`config.mk`:
```
export PLATFORM = sky130hd
export DESIGN_NAME = eccSecdedGuard
export DESIGN_NICKNAME = d
export VERILOG_FILES = /design/src/rtl/eccSecdedPkg.sv /design/src/rtl/eccSatCounter.sv /design/src/rtl/eccControl.sv /design/src/rtl/eccDatapath.sv /design/src/rtl/eccSecdedGuard.sv
export SDC_FILE = /design/constraint.sdc
export NUM_CORES = 1
export LEC_CHECK = 0
export BUFFER_PORTS_ARGS = -buffer_cell sky130_fd_sc_hd__buf_2
export CAP_MARGIN = 20
export CELL_PAD_IN_SITES_DETAIL_PLACEMENT = 1
export CELL_PAD_IN_SITES_GLOBAL_PLACEMENT = 2
export CORE_AREA = 3 3 176 307
export DETAILED_ROUTE_END_ITERATION = 8
export DIE_AREA = 0 0 179 310
export PLACE_DENSITY_LB_ADDON = 0.1
export REMOVE_ABC_BUFFERS = 1
export SLEW_MARGIN = 20
export SYNTH_ARGS = -nofsm -noshare
export SYNTH_HDL_FRONTEND = slang
export SYNTH_SLANG_ARGS = --single-unit
```
`constraint.sdc`:
```
create_clock -name clk -period 3.3 [get_ports clk]
set_input_delay 0.66 -clock clk [delete_from_list [all_inputs] [get_ports clk]]
set_output_delay 0.66 -clock clk [all_outputs]
set_load 0.1 [all_outputs]
```
`src/rtl/eccSecdedPkg.sv`:
```
package eccSecdedPkg;

  localparam int DATA_W          = 32;
  localparam int LANE_W          = 8;
  localparam int NARROW_DATA_W   = 16;
  localparam int WIDE_HAM_W      = 6;
  localparam int NARROW_HAM_W    = 5;
  localparam int WIDE_LAST_POS   = DATA_W + WIDE_HAM_W;           // 38
  localparam int NARROW_LAST_POS = NARROW_DATA_W + NARROW_HAM_W;  // 21

  // strobes from control to datapath
  typedef struct packed {
    logic wrProtect;
    logic rdProtect;
    logic narrow;
  } eccStrobe_t;

  function automatic logic isPow2(int p);
    return (p & (p - 1)) == 0;
  endfunction

  // Hamming bits over the coded data bits; unused top bit stays zero in narrow mode
  function automatic logic [WIDE_HAM_W-1:0] hamBits(logic [DATA_W-1:0] d, logic narrow);
    logic [WIDE_HAM_W-1:0] c;
    int idx;
    int lastPos;
    c = '0;
    idx = 0;
    lastPos = narrow ? NARROW_LAST_POS : WIDE_LAST_POS;
    for (int pos = 1; pos <= WIDE_LAST_POS; pos++) begin
      if (pos <= lastPos && !isPow2(pos)) begin
        for (int b = 0; b < WIDE_HAM_W; b++) begin
          if (pos[b]) c[b] = c[b] ^ d[idx[4:0]];
        end
        idx++;
      end
    end
    return c;
  endfunction

  // invert the data bit that sits at codeword position syn
  function automatic logic [DATA_W-1:0] flipAt(logic [DATA_W-1:0] d, logic [WIDE_HAM_W-1:0] syn,
                                               logic narrow);
    logic [DATA_W-1:0] r;
    int idx;
    int lastPos;
    r = d;
    idx = 0;
    lastPos = narrow ? NARROW_LAST_POS : WIDE_LAST_POS;
    for (int pos = 1; pos <= WIDE_LAST_POS; pos++) begin
      if (pos <= lastPos && !isPow2(pos)) begin
        if (pos == int'(syn)) r[idx[4:0]] = ~r[idx[4:0]];
        idx++;
      end
    end
    return r;
  endfunction

  function automatic logic dataParity(logic [DATA_W-1:0] d, logic narrow);
    return narrow ? ^d[NARROW_DATA_W-1:0] : ^d;
  endfunction

  function automatic logic [LANE_W-1:0] encodeLane(logic [DATA_W-1:0] d, logic narrow);
    logic [WIDE_HAM_W-1:0] h;
    logic ovr;
    h = hamBits(d, narrow);
    ovr = dataParity(d, narrow) ^ (^h);
    return narrow ? {2'b00, ovr, h[NARROW_HAM_W-1:0]} : {1'b0, ovr, h};
  endfunction

endpackage

```
`src/rtl/eccSatCounter.sv`:
```
module eccSatCounter #(
  parameter int CNT_W = 16
) (
  input  logic             clk,
  input  logic             rstN,
  input  logic             clr,
  input  logic             inc,
  output logic [CNT_W-1:0] count
);
  always_ff @(posedge clk or negedge rstN) begin
    if (!rstN)                    count <= '0;
    else if (clr)                 count <= '0;
    else if (inc && count != '1)  count <= count + 1'b1;
  end
endmodule

```
`src/rtl/eccControl.sv`:
```
module eccControl
  import eccSecdedPkg::*;
#(
  parameter int ADDR_W = 32,
  parameter int CNT_W  = 16
) (
  input  logic              clk,
  input  logic              rstN,
  input  logic              narrowMode,
  input  logic              wrValid,
  input  logic [ADDR_W-1:0] wrAddr,
  input  logic              rdValid,
  input  logic [ADDR_W-1:0] rdAddr,
  input  logic              cfgWrite,
  input  logic [2:0]        cfgAddr,
  input  logic [ADDR_W-1:0] cfgWdata,
  output logic [ADDR_W-1:0] cfgRdata,
  input  logic              evtValid,
  input  logic              evtSingle,
  input  logic              evtDouble,
  input  logic [ADDR_W-1:0] evtAddr,
  output eccStrobe_t        strobe,
  output logic [CNT_W-1:0]  sglCount,
  output logic [CNT_W-1:0]  dblCount,
  output logic              errLatched,
  output logic [ADDR_W-1:0] failAddr
);
  localparam logic [2:0] SEL_START = 3'd0;
  localparam logic [2:0] SEL_END   = 3'd1;
  localparam logic [2:0] SEL_SGL   = 3'd2;
  localparam logic [2:0] SEL_DBL   = 3'd3;
  localparam logic [2:0] SEL_FAIL  = 3'd4;
  localparam logic [2:0] SEL_CLEAR = 3'd5;

  logic [ADDR_W-1:0] winStart, winEnd;
  logic clrSgl, clrDbl, clrFail;
  logic [ADDR_W-1:0] sglWide, dblWide;

  assign strobe.wrProtect = wrValid && (wrAddr >= winStart) && (wrAddr <= winEnd);
  assign strobe.rdProtect = rdValid && (rdAddr >= winStart) && (rdAddr <= winEnd);
  assign strobe.narrow    = narrowMode;

  wire clearHit = cfgWrite && (cfgAddr == SEL_CLEAR);
  assign clrSgl  = clearHit && cfgWdata[0];
  assign clrDbl  = clearHit && cfgWdata[1];
  assign clrFail = clearHit && cfgWdata[2];

  always_ff @(posedge clk or negedge rstN) begin
    if (!rstN) begin
      winStart <= '1;
      winEnd   <= '0;
    end else if (cfgWrite) begin
      if (cfgAddr == SEL_START) winStart <= cfgWdata;
      if (cfgAddr == SEL_END)   winEnd   <= cfgWdata;
    end
  end

  eccSatCounter #(.CNT_W(CNT_W)) uSglCnt (
    .clk(clk), .rstN(rstN), .clr(clrSgl), .inc(evtValid && evtSingle), .count(sglCount));
  eccSatCounter #(.CNT_W(CNT_W)) uDblCnt (
    .clk(clk), .rstN(rstN), .clr(clrDbl), .inc(evtValid && evtDouble), .count(dblCount));

  always_ff @(posedge clk or negedge rstN) begin
    if (!rstN) begin
      errLatched <= 1'b0;
      failAddr   <= '0;
    end else if (clrFail) begin
      errLatched <= 1'b0;
    end else if (evtValid && evtDouble && !errLatched) begin
      errLatched <= 1'b1;
      failAddr   <= evtAddr;
    end
  end

  always_comb begin
    sglWide = '0;
    dblWide = '0;
    sglWide[CNT_W-1:0] = sglCount;
    dblWide[CNT_W-1:0] = dblCount;
    case (cfgAddr)
      SEL_START: cfgRdata = winStart;
      SEL_END:   cfgRdata = winEnd;
      SEL_SGL:   cfgRdata = sglWide;
      SEL_DBL:   cfgRdata = dblWide;
      SEL_FAIL:  cfgRdata = failAddr;
      default:   cfgRdata = '0;
    endcase
  end
endmodule

```
`src/rtl/eccDatapath.sv`:
```
module eccDatapath
  import eccSecdedPkg::*;
#(
  parameter int ADDR_W = 32
) (
  input  logic              clk,
  input  logic              rstN,
  input  eccStrobe_t        strobe,
  input  logic              wrValid,
  input  logic [DATA_W-1:0] wrData,
  output logic              memValid,
  output logic [DATA_W-1:0] memData,
  output logic [LANE_W-1:0] memCheck,
  input  logic              rdValid,
  input  logic [ADDR_W-1:0] rdAddr,
  input  logic [DATA_W-1:0] rdData,
  input  logic [LANE_W-1:0] rdCheck,
  output logic              outValid,
  output logic [DATA_W-1:0] outData,
  output logic [ADDR_W-1:0] outAddr,
  output logic              singleErr,
  output logic              doubleErr
);
  logic [LANE_W-1:0]     wrLane;
  logic [WIDE_HAM_W-1:0] rxHam, syn;
  logic                  rxOvr, parErr, synInRange, fixable, badWord;
  logic [DATA_W-1:0]     fixedData;

  always_comb begin
    wrLane = strobe.wrProtect ? encodeLane(wrData, strobe.narrow) : '0;
  end

  always_comb begin
    rxHam      = strobe.narrow ? {1'b0, rdCheck[NARROW_HAM_W-1:0]} : rdCheck[WIDE_HAM_W-1:0];
    rxOvr      = strobe.narrow ? rdCheck[NARROW_HAM_W] : rdCheck[WIDE_HAM_W];
    syn        = hamBits(rdData, strobe.narrow) ^ rxHam;
    parErr     = dataParity(rdData, strobe.narrow) ^ (^rxHam) ^ rxOvr;
    synInRange = int'(syn) <= (strobe.narrow ? NARROW_LAST_POS : WIDE_LAST_POS);
    fixable    = strobe.rdProtect && parErr && synInRange;
    badWord    = strobe.rdProtect && ((!parErr && syn != '0) || (parErr && !synInRange));
    fixedData  = fixable ? flipAt(rdData, syn, strobe.narrow) : rdData;
  end

  always_ff @(posedge clk or negedge rstN) begin
    if (!rstN) begin
      memValid <= 1'b0;
      memData  <= '0;
      memCheck <= '0;
    end else begin
      memValid <= wrValid;
      if (wrValid) begin
        memData  <= wrData;
        memCheck <= wrLane;
      end
    end
  end

  always_ff @(posedge clk or negedge rstN) begin
    if (!rstN) begin
      outValid  <= 1'b0;
      outData   <= '0;
      outAddr   <= '0;
      singleErr <= 1'b0;
      doubleErr <= 1'b0;
    end else begin
      outValid  <= rdValid;
      singleErr <= rdValid && fixable;
      doubleErr <= rdValid && badWord;
      if (rdValid) begin
        outData <= fixedData;
        outAddr <= rdAddr;
      end
    end
  end
endmodule

```
`src/rtl/eccSecdedGuard.sv`:
```
module eccSecdedGuard
  import eccSecdedPkg::*;
#(
  parameter int ADDR_W = 32,
  parameter int CNT_W  = 16
) (
  input  logic              clk,
  input  logic              rstN,
  input  logic              narrowMode,
  input  logic              wrValid,
  input  logic [ADDR_W-1:0] wrAddr,
  input  logic [31:0]       wrData,
  output logic              memValid,
  output logic [31:0]       memData,
  output logic [7:0]        memCheck,
  input  logic              rdValid,
  input  logic [ADDR_W-1:0] rdAddr,
  input  logic [31:0]       rdData,
  input  logic [7:0]        rdCheck,
  output logic              outValid,
  output logic [31:0]       outData,
  output logic              singleErr,
  output logic              doubleErr,
  input  logic              cfgWrite,
  input  logic [2:0]        cfgAddr,
  input  logic [ADDR_W-1:0] cfgWdata,
  output logic [ADDR_W-1:0] cfgRdata,
  output logic              errLatched
);
  eccStrobe_t        strobe;
  logic [ADDR_W-1:0] outAddr;
  logic [ADDR_W-1:0] failAddr;
  logic [CNT_W-1:0]  sglCount, dblCount;
  logic              wrHit, rdHit;

  assign wrHit = strobe.wrProtect;
  assign rdHit = strobe.rdProtect;

  eccControl #(.ADDR_W(ADDR_W), .CNT_W(CNT_W)) uCtrl (
    .clk(clk), .rstN(rstN), .narrowMode(narrowMode),
    .wrValid(wrValid), .wrAddr(wrAddr), .rdValid(rdValid), .rdAddr(rdAddr),
    .cfgWrite(cfgWrite), .cfgAddr(cfgAddr), .cfgWdata(cfgWdata), .cfgRdata(cfgRdata),
    .evtValid(outValid), .evtSingle(singleErr), .evtDouble(doubleErr), .evtAddr(outAddr),
    .strobe(strobe), .sglCount(sglCount), .dblCount(dblCount),
    .errLatched(errLatched), .failAddr(failAddr));

  eccDatapath #(.ADDR_W(ADDR_W)) uPath (
    .clk(clk), .rstN(rstN), .strobe(strobe),
    .wrValid(wrValid), .wrData(wrData),
    .memValid(memValid), .memData(memData), .memCheck(memCheck),
    .rdValid(rdValid), .rdAddr(rdAddr), .rdData(rdData), .rdCheck(rdCheck),
    .outValid(outValid), .outData(outData), .outAddr(outAddr),
    .singleErr(singleErr), .doubleErr(doubleErr));
endmodule

```
======== Yosys cells after proc, flatten, opt, wreduce, memory -nomap -nowiden ========
Cells that the tools add are included.
word-level totals
  flip-flop bits (word level) ............. 237
  bits of input ports ..................... 177
  output and inout port bits .............. 109
  logic and storage cells ................. 959
operators by class
  add/subtract/negate cells ............... 32
  $lt $le $gt $ge ......................... 99
  eq/ne operators ......................... 39
  multiplexer cells ....................... 501
  bitwise gates (word level) .............. 205
  reduce and logical (&&, ||, !) cells .... 69
operators with widths
  operator                                                                           count
  32-bit 2-to-1 mux                                                                  63
  32-bit bitwise mux                                                                 31
  1-bit binary-select mux with 5-bit select                                          93
  1-bit 2-to-1 mux                                                                   200
  5-bit by 6-bit < comparator with 1-bit output (second input constant)              31
  1-bit bitwise XOR                                                                  171
  5-bit 2-to-1 mux                                                                   32
  32-bit one-hot mux with 5 select lines                                             1
  1-bit demux with 5-bit select                                                      31
  5-bit by 1-bit >= comparator with 1-bit output (second input constant)             31
  5-bit by 2-bit adder with 5-bit output (second input constant)                     29
  6-bit == test (first input constant)                                               21
  5-bit by 6-bit less-or-equal comparator with 1-bit output (first input constant)   14
  32-bit >= comparator                                                               2
  32-bit less-or-equal comparator                                                    2
  4-bit by 32-bit less-or-equal comparator with 1-bit output (first input constant)  2
  16-bit 2-to-1 mux                                                                  4
  32-bit XOR reduction                                                               2
  2-bit 2-to-1 mux                                                                   28
  1-bit logical AND                                                                  51
  5-bit by 6-bit == test with 1-bit output (first input constant)                    7
  4-bit by 6-bit less-or-equal comparator with 1-bit output (first input constant)   6
  6-bit less-or-equal comparator (first input constant)                              6
  1-bit NOT                                                                          33
  27 further kinds                                                                   54

======== Logic depth before layout (Yosys ltp) ========
  word-level depth ........................ 258
  gate-level depth with buffers ........... 15
  gate-level depth less buffers ........... 14

======== Modules after synthesis ========
Synthesis repeated with hierarchy kept, for this count alone.
second synthesis, totals
  cell total of the unflattened synthesis .. 1,580
  area, all modules ....................... 15,721.3 um^2
by module, submodules not included
  module                          instances  cells each  area an instance (um^2)  sequential area each (um^2)
  eccControl                      1          825         7,478.4                  2,467.4
  eccDatapath                     1          563         6,369.9                  2,677.6
  eccSatCounter at uCtrl.uDblCnt  1          98          942.2                    400.4
  eccSatCounter at uCtrl.uSglCnt  1          94          930.9                    400.4

======== Worst setup path after synthesis ========
OpenSTA, ideal clock, no wires.
  kind .................................... input to output
  start point ............................. input cfgAddr[2]
  end point ............................... output cfgRdata[15]
  arrival ................................. 3,867 ps
  data required time ...................... 2,640 ps
  setup slack ............................. -1,227 ps
  stages on the path ...................... 4
  buffers on the path ..................... 2
  path through ............................ clkbuf_1 > buf_1 > mux2i_1 > o32ai_1
between the ends
  word-level cells in the longest chain between the ends .. 2
  elaborated cells between the ends (all ways) .. 6
  those cells by class .................... eq/ne (4); mux (1); reduce/logical (1)
RTL lines
  element                                   line                  RTL
  from (decl)                               eccSecdedGuard.sv:25  input logic [2:0] cfgAddr,
  3-bit == test (tied with other cells)     eccControl.sv:80      case (cfgAddr)
  32-bit one-hot mux with 5 select lines *  eccControl.sv:80
  to (decl)                                 eccSecdedGuard.sv:27  output logic [ADDR_W-1:0] cfgRdata,
Every way passes the cells marked *; elsewhere a longest branch is shown, timed or not.

======== Worst setup path after layout ========
  start point ............................. input rdData[23]
  end point ............................... register uPath.outData[8]
between the ends
  word-level cells in the longest chain between the ends .. 228
  elaborated cells between the ends (all ways) .. 430
  those cells by class .................... order compare (1); eq/ne (32); mux (276); bitwise (118); reduce/logical (3)
RTL lines
  element                                    line                  RTL
  from (decl)                                eccSecdedGuard.sv:18  input logic [31:0] rdData,
  1-bit binary-select mux with 5-bit select  eccSecdedPkg.sv:33    if (pos[b]) c[b] = c[b] ^ d[idx[4:0]];
  1-bit 2-to-1 mux (not written as such)     eccSecdedPkg.sv:33
  1-bit 2-to-1 mux                           eccSecdedPkg.sv:31    if (pos <= lastPos && !isPow2(pos)) begin
  1-bit bitwise XOR                          eccSecdedPkg.sv:33
  2-bit 2-to-1 mux                           eccSecdedPkg.sv:31
  1-bit bitwise XOR                          eccSecdedPkg.sv:33
  3-bit 2-to-1 mux                           eccSecdedPkg.sv:31
  1-bit bitwise XOR                          eccSecdedPkg.sv:33
  [... 212 more ...]                         -
  32-bit 2-to-1 mux                          eccSecdedPkg.sv:51    if (pos <= lastPos && !isPow2(pos)) begin
  1-bit binary-select mux with 5-bit select  eccSecdedPkg.sv:52    if (pos == int'(syn)) r[idx[4:0]] = ~r[idx[4:0]];
  1-bit 2-to-1 mux (not written as such)     eccSecdedPkg.sv:52
  1-bit NOT                                  eccSecdedPkg.sv:52
  32-bit bitwise mux                         eccSecdedPkg.sv:52
  32-bit 2-to-1 mux                          eccSecdedPkg.sv:52
  32-bit 2-to-1 mux                          eccSecdedPkg.sv:51
  32-bit 2-to-1 mux *                        eccDatapath.sv:41     fixedData = fixable ? flipAt(rdData, syn, strobe.narrow) : rdData;
  to (signal assigned)                       eccDatapath.sv:70     outData <= fixedData;
  to (decl)                                  eccDatapath.sv:19     output logic [DATA_W-1:0] outData,
Every way passes the cells marked *; elsewhere a longest branch is shown, timed or not. The select of a mux whose other input is x is not followed.
A chain may end at the register's enable or synchronous reset.

==> key figures <==
CTS
  – CTS Buffer Depth: 3
  – Worst-skew pair later-pin latency: approximately 570 ps
  – CTS tree: done
  – # hold bufs at CTS: 0
  – # H-tree levels: 1
  – Total CTS buffers: 28
  – Clock tree sinks: 236
  – CTS clock-pin slew for the worst setup and hold paths: about 70 ps
  – Clk root buf: clkbuf_16

Synth
  – Synth Register Bits: about 240
  – Sequential fraction of the synthesis area: 0.384
  – Yosys cell types: between 60 and 70
  – Primary FF master, synth: dfrtp_1
  – Share of synthesized registers carrying an async set or reset: 1.00
  – Synth Warn #: 0
  – EDFF count, synth: 0
  – Syn Area/Cell: approximately 10 µm²
  – Syn Std Cell Area: about 15,000 µm²
  – Cells after Synth: roughly 1,500

Floorplan
  – I/O pin count: 286
  – Initial Util: 0.300
  – Die area: ~55,000 µm²
  – Rows: between 100 and 150
  – Die extent in x: 179 µm
  – Die height: roughly 310 µm
  – Core Box Area: approximately 52,000 µm²

Global route
  – Met1 usage: 0.209
  – Initial antenna violation count: 11
  – First-pass GRT wire length: 89,400 µm
  – GRT Total Usage: 0.216
  – GR Util met3: 0.0430
  – Vias in the first global route: roughly 15,000
  – Global-route met2 utilization: 0.440
  – GR peak layer: met2
  – Gr ovfl total: 0
  – Largest net degree at the start of global routing: 64

Placement
  – Pre-CTS WS: -690 ps
  – Hpwl dp: 47,300 µm
  – Gpl congestion: roughly 0.84
  – Number of port buffers: roughly 280

Detailed routing
  – 1st-iter DRT viols: ~320
  – # DRC: 0
  – Routed WL: approximately 60,000 µm
  – Router iterations before antenna repair: 4
  – DR vias/cell: between 4 and 5
  – Wire length per cell: 22.6 µm
  – Via Count: ~13,000
  – Remaining antenna violation count after routing: 0

Critical path
  – Slowest CP cell: xnor3_2
  – CP bufs+invs: 5
  – Worst setup path category: in -> reg
  – Crit path required time: about 3700 ps
  – Largest fanout on the critical path: 8
  – Worst R2R Setup Slack: 20 ps
  – Critical Path AT: between 3000 and 4000 ps
  – Startpoint types: input port
  – CP endpoint kind: flip-flop
  – Worst path top cell family by delay: XOR/XNOR gates
  – Crit-path max cell delay: 490 ps
  – Crit path cell chain: buf_8 > xnor2_4 > xnor3_2 > xnor3_1 > nor2_2 > xor2_1 > ha_1 > a21oi_2 > inv_2 > a211oi_4 > o22ai_4 > buf_4 > nor4b_4 > buf_6 > buf_12 > a21oi_1 > o31a_1

Power and ir drop
  – Pleak: roughly 10 nW
  – Pwr Density: about 670 nW/µm²
  – Combinational power share: 0.461
  – Total power draw: ~14 mW
  – Switching Fraction: 0.408
  – Switch Pwr: 5.75 mW
  – VDD IR max: 0.407 mV
  – Internal: 8.35 mW
  – Clock Power Share: 0.257
  – Sequential power share: 0.283

Timing
  – Min Tclk post-route: around 3300 ps
  – Max Slew Vio Count: 0
  – Setup TNS: -17.5 ps
  – Slew HR: 0.497
  – Fmax: about 300 MHz
  – Final worst path period share: 1.00
  – Setup Skew: between 20 and 25 ps
  – Slew @ Worst Pin: 755 ps
  – Final worst slack: -7.72 ps
  – Final hold slack: 16.2 ps
  – Fin. Hold Viols: 0
  – RSZ-0062 raised after global routing: true
  – Final setup vio count: 3

Cells and area
  – Fin util: 0.411
  – Area delta synth->final: 36.9%
  – Fin nets: 2,312
  – Layout cells sized above 1: 0.376

Job
  – Max-Cap Viols: 0

Outcome
  – Outcome: complete, but fails checks
  – Violated checks: setup timing

Worst hold path
  – Hold Path Class: in -> async
==> Yosys cell counts, types with 24 or more instances <==
library cell	number	area [µm²]
dfrtp_1	204	5100
ha_1	138	1730
nor2_1	123	462
inv_1	110	413
nand2_1	99	372
mux2_2	98	1100
xnor2_1	94	823
a21oi_1	84	420
o21ai_0	78	390
a21o_1	62	465
clkbuf_1	50	188
mux2i_1	49	490
xor2_1	42	368
dfstp_2	32	841
nand4_1	27	169
nand3_1	25	125
and3_1	24	150
==> cell families (layout without fill, tap and decap cells) <==
group / count (synthesis) / in the layout / synth area share
AND/OR/NAND/NOR: 383 / 383 / 0.123
AO/OA/AOI/OAI: 315 / 315 / 0.129
flip-flops: 236 / 236 / 0.384
buffers and inverters: 171 / 641 / 0.0426
XOR/XNOR: 157 / 157 / 0.106
multiplexers: 148 / 148 / 0.104
adder cells (fa/ha/maj): 138 / 138 / 0.111
other: 1 / 7 / 0.000242
==> through the flow <==
step / area [µm²] / std cells
floorplan: 15200 / 1488
global placement: 19500 / 2623
detailed placement: 19500 / 2623
CTS: 20800 / 2680
global route: 21200 / 2691
finish: 21200 / 2697
==> power by group through the flow <==
stage	sequential, mW	combinational, mW	clock [mW]
global placement	4.01	6.14	0
detailed placement	4.04	6.25	0
floorplan	4.77	3.11	0
CTS	3.99	6.38	3.73
finish	3.99	6.50	3.62
global route	4.07	7.02	3.83
==> per-layer routing <==
layer	vias up	routed length (µm)
met3	91	2850
met1	6646	20700
met2	278	35200
met5	-	74
met4	10	2130
li1	6337	-
==> placed cells by master (no fill, tap or decap), types with 9 or more instances in the layout <==
cell type  instances
and2_1             9
buf_6             10
nand3_1           24
buf_12            45
ha_1             131
and3_1            17
xor2_1            39
nand4_1           27
clkbuf_16         29
o31a_1            16
and4_1            10
xnor3_1           13
o22ai_1           21
a31oi_1           14
mux2_2            98
or2_2             17
nor2_1           117
nand2_1           97
buf_4            175
inv_1            102
dfstp_2           32
xnor2_1           81
o21ai_0           76
a21oi_1           76
nor2b_1           13
a21o_1            62
xnor2_2           14
mux2i_1           49
buf_2            245
dfrtp_1          204
==> worst reg2reg max path: stages, from the launching register on <==
cell	delay, ps
dfrtp_1	350
inv_1	70
ha_1	290
nand4_1	110
buf_6	150
or2_1	220
or3_4	390
or4_4	420
o211a_4	210
nor4_4	320
buf_4	170
buf_12	140
a21oi_1	70
o31a_1	270
==> cell type report <==
cell class,instances,area (µm²)
Antenna cell,6,15.0
Clock buffer,36,781
Clock inverter,16,283
Fill cell,5872,30400
Inverter,110,413
Multi-Input combinational cell,1142,9290
Sequential cell,236,5950
Tap cell,672,841
Timing Repair Buffer,479,3640
==> timing repair <==
item                       4_1_cts  5_1_grt
pin swaps                        9       43
setup endpoints to repair       33       32
gates cloned                     1        3
setup buffers                    4        9
resized for setup               24       68
==> path summary, 6_finish.rpt <==
path,depth (start not counted),start,endpoint
setup reg to reg,13,uCtrl.winEnd[10],uPath.outData[0]
max in group asynchronous,2,rstN,uCtrl.winStart[19]
min in group clk,3,cfgWdata[30],uCtrl.winStart[30]
hold / removal,1,rstN,uCtrl.failAddr[1]
hold reg to reg,1,uPath.outData[22],uPath.outData[22]
setup / recovery,17,rdData[23],uPath.outData[8]
==> flip-flops by register name, indices dropped and copies added, names as in the netlist <==
| register | flops |
|---|---|
| uCtrl.uDblCnt.count | 16 |
| uCtrl.errLatched | 1 |
| uCtrl.failAddr | 32 |
| uPath.outValid | 1 |
| uPath.memData | 32 |
| uPath.doubleErr | 1 |
| uCtrl.uSglCnt.count | 16 |
| uCtrl.winEnd | 32 |
| uPath.memCheck | 7 |
| uCtrl.winStart | 32 |
| uPath.singleErr | 1 |
| uPath.outAddr | 32 |
| uPath.memValid | 1 |
| uPath.outData | 32 |
(Power assumes the default switching activity.)
